$ cat config.mk
export PLATFORM = sky130hd
export DESIGN_NAME = irqc_top
export DESIGN_NICKNAME = d
export VERILOG_FILES = /design/src/rtl/irqc_pkg.sv /design/src/rtl/irqc_edge_catch.sv /design/src/rtl/irqc_lat_bank.sv /design/src/rtl/irqc_top.sv
export SDC_FILE = /design/constraint.sdc
export NUM_CORES = 1
export LEC_CHECK = 0
export BUFFER_PORTS_ARGS = -buffer_cell sky130_fd_sc_hd__buf_4
export CAP_MARGIN = 40
export CORE_MARGIN = 1.5
export CORE_UTILIZATION = 45
export CTS_BUF_LIST = sky130_fd_sc_hd__clkbuf_8
export CTS_CLUSTER_DIAMETER = 40
export DETAILED_ROUTE_END_ITERATION = 10
export PLACE_DENSITY = 0.67
export SETUP_SLACK_MARGIN = 0.2
export SLEW_MARGIN = 20
export SYNTH_ARGS = -nofsm -noshare
export SYNTH_HDL_FRONTEND = slang
export SYNTH_SLANG_ARGS = --single-unit
$ cat constraint.sdc
create_clock -name clk -period 3.2 [get_ports clk]
set_input_delay 0.64 -clock clk [delete_from_list [all_inputs] [get_ports clk]]
set_output_delay 0.64 -clock clk [all_outputs]
set_load 0.1 [all_outputs]
$ cat src/rtl/irqc_pkg.sv
package irqc_pkg;
    localparam int ADDR_W = 5;
    localparam int DATA_W = 8;
    localparam int LAT_LO = 2;
    localparam int LAT_HI = 6;
    localparam int LAT_W  = LAT_HI - LAT_LO + 1;

    typedef logic [ADDR_W-1:0] addr_t;
    typedef logic [DATA_W-1:0] word_t;

    localparam addr_t AD_CTRL  = 5'h00;
    localparam addr_t AD_A_STA = 5'h04;
    localparam addr_t AD_A_REQ = 5'h05;
    localparam addr_t AD_A_MSK = 5'h06;
    localparam addr_t AD_B_STA = 5'h08;
    localparam addr_t AD_B_REQ = 5'h09;
    localparam addr_t AD_B_MSK = 5'h0A;
    localparam addr_t AD_F_STA = 5'h0C;
    localparam addr_t AD_F_REQ = 5'h0D;
    localparam addr_t AD_F_MSK = 5'h0E;
endpackage

$ cat src/rtl/irqc_edge_catch.sv
module irqc_edge_catch #(
    parameter bit RISING      = 1'b1,
    parameter int SYNC_STAGES = 2
) (
    input  logic clk,
    input  logic rst_n,
    input  logic raw,
    output logic level_sync,
    output logic pulse
);
    localparam logic IDLE = RISING ? 1'b0 : 1'b1;

    logic [SYNC_STAGES-1:0] chain;
    logic                   prev;

    always_ff @(posedge clk or negedge rst_n) begin
        if (!rst_n) begin
            chain <= {SYNC_STAGES{IDLE}};
            prev  <= IDLE;
        end else begin
            chain <= {chain[SYNC_STAGES-2:0], raw};
            prev  <= chain[SYNC_STAGES-1];
        end
    end

    assign level_sync = chain[SYNC_STAGES-1];

    generate
        if (RISING) begin : g_rise
            assign pulse = level_sync & ~prev;
        end else begin : g_fall
            assign pulse = ~level_sync & prev;
        end
    endgenerate

    AST_EDGE_SINGLE: assert property (@(posedge clk) disable iff (!rst_n)
        pulse |=> !pulse);
endmodule

$ cat src/rtl/irqc_lat_bank.sv
module irqc_lat_bank #(
    parameter int           W       = 5,
    parameter logic [W-1:0] RST_VAL = '0
) (
    input  logic         clk,
    input  logic         rst_n,
    input  logic [W-1:0] set_vec,
    input  logic [W-1:0] clr_vec,
    output logic [W-1:0] lat
);
    always_ff @(posedge clk or negedge rst_n) begin
        if (!rst_n) lat <= RST_VAL;
        else        lat <= (lat & ~clr_vec) | set_vec;
    end

    AST_SET_STICKS: assert property (@(posedge clk) disable iff (!rst_n)
        1'b1 |=> ((lat & $past(set_vec)) == $past(set_vec)));
    AST_CLR_TAKES: assert property (@(posedge clk) disable iff (!rst_n)
        1'b1 |=> ((lat & $past(clr_vec & ~set_vec)) == '0));
    AST_NO_STRAY_SET: assert property (@(posedge clk) disable iff (!rst_n)
        1'b1 |=> ((lat & ~$past(lat) & ~$past(set_vec)) == '0));
endmodule

$ cat src/rtl/irqc_top.sv
module irqc_top
    import irqc_pkg::*;
(
    input  logic        clk,
    input  logic        rst_n,
    input  logic [4:0]  bus_addr,
    input  logic        bus_rd,
    input  logic        bus_wr,
    input  logic [7:0]  bus_wdata,
    output logic [7:0]  bus_rdata,
    input  logic [1:0]  lvl_a_n,
    input  logic        edge_fall_in,
    input  logic        edge_rise_in,
    input  logic [1:0]  tmr_reload,
    input  logic [5:0]  lvl_b_n,
    input  logic        ser_tx_done,
    input  logic        ser_rx_done,
    input  logic [1:0]  fiq_hi,
    input  logic [4:0]  fiq_lo_n,
    output logic        irq_n,
    output logic        fiq_n
);
    localparam logic [LAT_W-1:0] LAT_RST = 5'b00100;

    logic fall_lvl, fall_pulse, rise_lvl, rise_pulse;
    logic [LAT_W-1:0] lat_set, lat_clr, lat_q;
    word_t msk_a, msk_b, msk_f;
    word_t sta_a, sta_b, sta_f;
    word_t req_a, req_b, req_f;
    word_t rd_mux;

    irqc_edge_catch #(.RISING(1'b0), .SYNC_STAGES(2)) i_fall (
        .clk(clk), .rst_n(rst_n), .raw(edge_fall_in),
        .level_sync(fall_lvl), .pulse(fall_pulse));

    irqc_edge_catch #(.RISING(1'b1), .SYNC_STAGES(2)) i_rise (
        .clk(clk), .rst_n(rst_n), .raw(edge_rise_in),
        .level_sync(rise_lvl), .pulse(rise_pulse));

    assign lat_set = {tmr_reload[1], tmr_reload[0], 1'b0, rise_pulse, fall_pulse};
    assign lat_clr = (bus_wr && bus_addr == AD_A_REQ) ? bus_wdata[LAT_HI:LAT_LO] : '0;

    irqc_lat_bank #(.W(LAT_W), .RST_VAL(LAT_RST)) i_lat (
        .clk(clk), .rst_n(rst_n), .set_vec(lat_set), .clr_vec(lat_clr), .lat(lat_q));

    assign sta_a = {1'b1, lat_q, ~lvl_a_n};
    assign sta_b = {ser_rx_done, ser_tx_done, ~lvl_b_n};
    assign sta_f = {1'b1, ~fiq_lo_n, fiq_hi};
    assign req_a = sta_a & msk_a;
    assign req_b = sta_b & msk_b;
    assign req_f = sta_f & msk_f;

    always_ff @(posedge clk or negedge rst_n) begin
        if (!rst_n) begin
            msk_a <= '0;
            msk_b <= '0;
            msk_f <= '0;
        end else if (bus_wr) begin
            if (bus_addr == AD_A_MSK) msk_a <= bus_wdata;
            if (bus_addr == AD_B_MSK) msk_b <= bus_wdata;
            if (bus_addr == AD_F_MSK) msk_f <= bus_wdata;
        end
    end

    always_comb begin
        case (bus_addr)
            AD_CTRL:  rd_mux = {4'b0000, rise_lvl, fall_lvl, 2'b00};
            AD_A_STA: rd_mux = sta_a;
            AD_A_REQ: rd_mux = req_a;
            AD_A_MSK: rd_mux = msk_a;
            AD_B_STA: rd_mux = sta_b;
            AD_B_REQ: rd_mux = req_b;
            AD_B_MSK: rd_mux = msk_b;
            AD_F_STA: rd_mux = sta_f;
            AD_F_REQ: rd_mux = req_f;
            AD_F_MSK: rd_mux = msk_f;
            default:  rd_mux = '0;
        endcase
    end

    always_ff @(posedge clk or negedge rst_n) begin
        if (!rst_n) begin
            bus_rdata <= '0;
            irq_n     <= 1'b1;
            fiq_n     <= 1'b1;
        end else begin
            if (bus_rd) bus_rdata <= rd_mux;
            irq_n <= ~(|req_a | |req_b);
            fiq_n <= ~(|req_f);
        end
    end

    AST_IRQ_OUT: assert property (@(posedge clk) disable iff (!rst_n)
        1'b1 |=> (irq_n == !($past(|(sta_a & msk_a)) || $past(|(sta_b & msk_b)))));
    AST_FIQ_OUT: assert property (@(posedge clk) disable iff (!rst_n)
        1'b1 |=> (fiq_n == !$past(|(sta_f & msk_f))));
    AST_MASK_HOLD: assert property (@(posedge clk) disable iff (!rst_n)
        !bus_wr |=> $stable(msk_a) && $stable(msk_b) && $stable(msk_f));
    AST_ALWAYS_ONE: assert property (@(posedge clk) disable iff (!rst_n)
        sta_a[7] && sta_f[7]);
endmodule

==> flow_metrics.env <==
export IMPL_dp_hpwl_um=4910
export IMPL_slew_viol_final=0
export IMPL_final_hold_viol_count=0
export IMPL_boundaryPins=48
export IMPL_drv_cap=0
export IMPL_tightest_slew_ns=0.763
export IMPL_synth_cell_type_count=57
export IMPL_synth_xor_area_share_pct=0
export IMPL_ys_seq_elements=45
export IMPL_synth_simple_area_share_pct=17.9
export IMPL_relSlewSlack_pct=47.8
export IMPL_status="finished clean"
export IMPL_areaGrowthSynthToFinish_pct=17.4
export IMPL_rsz0062_at_grt="false"
export IMPL_syn_area_um2=2550
export IMPL_min_path_type="in2async"
export IMPL_die_w_um=78.3
export IMPL_finalClockSkew_ns=0.00627
export IMPL_synth_cells=249
export IMPL_tritoncts="built"
export IMPL_fmax_mhz=460
export IMPL_total_power_mw=1.41
export IMPL_worst_setup_path_start_kind="input port"
export IMPL_cp_data_arrival_time_ns=2.36
export IMPL_synth_warning_count=0
export IMPL_synthTopCellsByArea="dfrtp_1 38%, mux2_2 9.7%, dfstp_2 6.2%"
export IMPL_finalCritPeriodShare_pct=67.9
export IMPL_period_minus_slack_ns=2.17
export IMPL_clk_path_buf_depth=2
export IMPL_crit_type="in2reg"
export IMPL_cts_resized=0
export IMPL_wl_um=6680
export IMPL_seq_area_frac_synth_pct=44.5
export IMPL_p_per_area_nw_per_um2=472
export IMPL_grt_overflow=0
export IMPL_yosysTopAreaCellShare_pct=38.3
export IMPL_dieArea_um2=6120
export IMPL_endpoint_kind="flop"
export IMPL_post_cts_setup_buffer_count=0
export IMPL_start_util_pct=46.6
export IMPL_cts_buffers=5
export IMPL_setup_violations=0
export IMPL_leakagePower_nw=1.30
export IMPL_htree_levels=2
export IMPL_worstPathRequired_ns=3.39
export IMPL_grt_pass1_vias=1978
export IMPL_synth_edf_count=0
export IMPL_fin_nets=327
export IMPL_final_cell_mix="47 x buf_4, 39 x dfrtp_1, 26 x nand2_1"
export IMPL_drive_gt1_share_pct=32.4
export IMPL_avgSynthCellArea_um2=10.2
export IMPL_synth_adder_area_share_pct=0.442
export IMPL_num_antenna_cells=0
export IMPL_syn_nets=287
export IMPL_irDropWorstVdd_uv=245
export IMPL_grt_pass1_wl_um=10600
export IMPL_grt_max_degree=46
export IMPL_drc_errors=0
export IMPL_muxShareOfSynthArea_pct=12.1
export IMPL_via_per_inst=5.87
export IMPL_root_buffer="clkbuf_8"
export IMPL_tns_ns=0
export IMPL_num_rows=27
export IMPL_synth_top_family_by_area="compound AO/OA/AOI/OAI gates"
export IMPL_wire_per_inst_um=18.5
export IMPL_grtUsageTotal_pct=23.0
export IMPL_clk_pin_slew_ns=0.09
export IMPL_clk_latency_ns=0.30
export IMPL_drt_iter0_drc=377
export IMPL_synth_flop_cell="dfrtp_1"
export IMPL_timing_critical_path_fanout_max=19
export IMPL_vias=2125
export IMPL_mostFrequentLayoutCell="buf_4"
export IMPL_die_h_um=78.3
export IMPL_cts_sinks=45
export IMPL_synth_compound_area_share_pct=19.9
export IMPL_yosys_area_top_type="dfrtp_1"
export IMPL_postRouteAntennaNets=0
export IMPL_core_area_um2=5470
export IMPL_drt_pass1_iter_count=4
export IMPL_port_buffers=47
export IMPL_antenna_found_initial=0
export IMPL_async_flop_share_pct=100
export IMPL_finalWeightedCongestion=0.907
export IMPL_cts_hold_buf=0
-- metal layers --
layer | part of all wire (%) | vias up | track usage [%]
met5 | 0 | - | 0
met4 | 2.2 | 0 | 8.21
met3 | 6.9 | 10 | 4.07
met2 | 46 | 82 | 35.2
met1 | 45 | 1030 | 32.7
li1 | - | 1003 | -
-- power by group --
part           internal, mW  leakage (nW)  switching (mW)
logic                 0.142         0.708           0.203
clock network         0.155        0.0481           0.204
registers             0.647         0.546          0.0630
-- worst max-delay path, cell delays in order --
cell	delay (ns)
buf_4	0.19
or3b_1	0.59
nor2_2	0.54
mux2_2	0.40
-- synthesized netlist by cell type, types with 6 or more instances --
cell type,instances
buf_2,6
dfrtp_1,39
nand2_1,26
nor2_1,13
nor2b_1,11
nand2b_1,8
a21oi_1,9
dfstp_2,6
nor3_1,6
mux2i_1,6
inv_1,10
o21ai_0,9
mux2_2,22
-- worst paths after layout --
path,from,end,slack [ns],cells after the start
worst max-delay path,bus_addr[2],msk_b[4]$_DFFE_PN0P_,1.03,4
worst min-delay path,rst_n,msk_f[2]$_DFFE_PN0P_,0.32,1
worst max register to register,msk_f[5]$_DFFE_PN0P_,bus_rdata[5]$_DFFE_PN0P_,1.59,4
worst min register to register,i_rise.chain[0]$_DFF_PN0_,i_rise.chain[1]$_DFF_PN0_,0.36,0
max in group asynchronous,rst_n,i_lat.lat[2]$_DFF_PN1_,2.50,1
min in group clk,i_rise.chain[0]$_DFF_PN0_,i_rise.chain[1]$_DFF_PN0_,0.36,0
-- cell families (layout without fill, tap and decap cells) --
logic type | Yosys count | after routing
flops | 45 | 45
fa+ha+maj | 1 | 1
mux | 28 | 28
simple gates | 85 | 85
compound gates | 65 | 65
buf+inv | 25 | 66
-- metrics by stage --
stage	worst slack (ns)	cells	hold slack [ns]	cell area [µm²]	util, %
after floorplan	1.23	249	0.331	2550	-
after global placement	0.735	354	0.335	2900	53.0
after detailed placement	0.718	354	0.336	2900	53.0
after CTS	1.05	362	0.341	2990	54.7
after global routing	1.03	362	0.356	2990	54.7
final	1.03	362	0.320	2990	54.7
-- flip-flops by register name, summed over array words and instances, names as in the netlist --
| signal | count |
|---|---|
| i_fall.chain | 2 |
| i_lat.lat | 5 |
| msk_b | 8 |
| bus_rdata | 8 |
| fiq_n | 1 |
| irq_n | 1 |
| i_rise.chain | 2 |
| msk_a | 8 |
| i_fall.prev | 1 |
| msk_f | 8 |
| i_rise.prev | 1 |
-- area by class of cell --
type                    count  area [µm²]
well taps                  72        90.1
clock inverters             3        22.5
flip-flops and latches     45        1130
clock buffers               5        68.8
fillers                   519        2480
inverters                  11        41.3
repair buffers             47         353
multi-input cells         179        1280
Power figures use the tool's default switching activity.
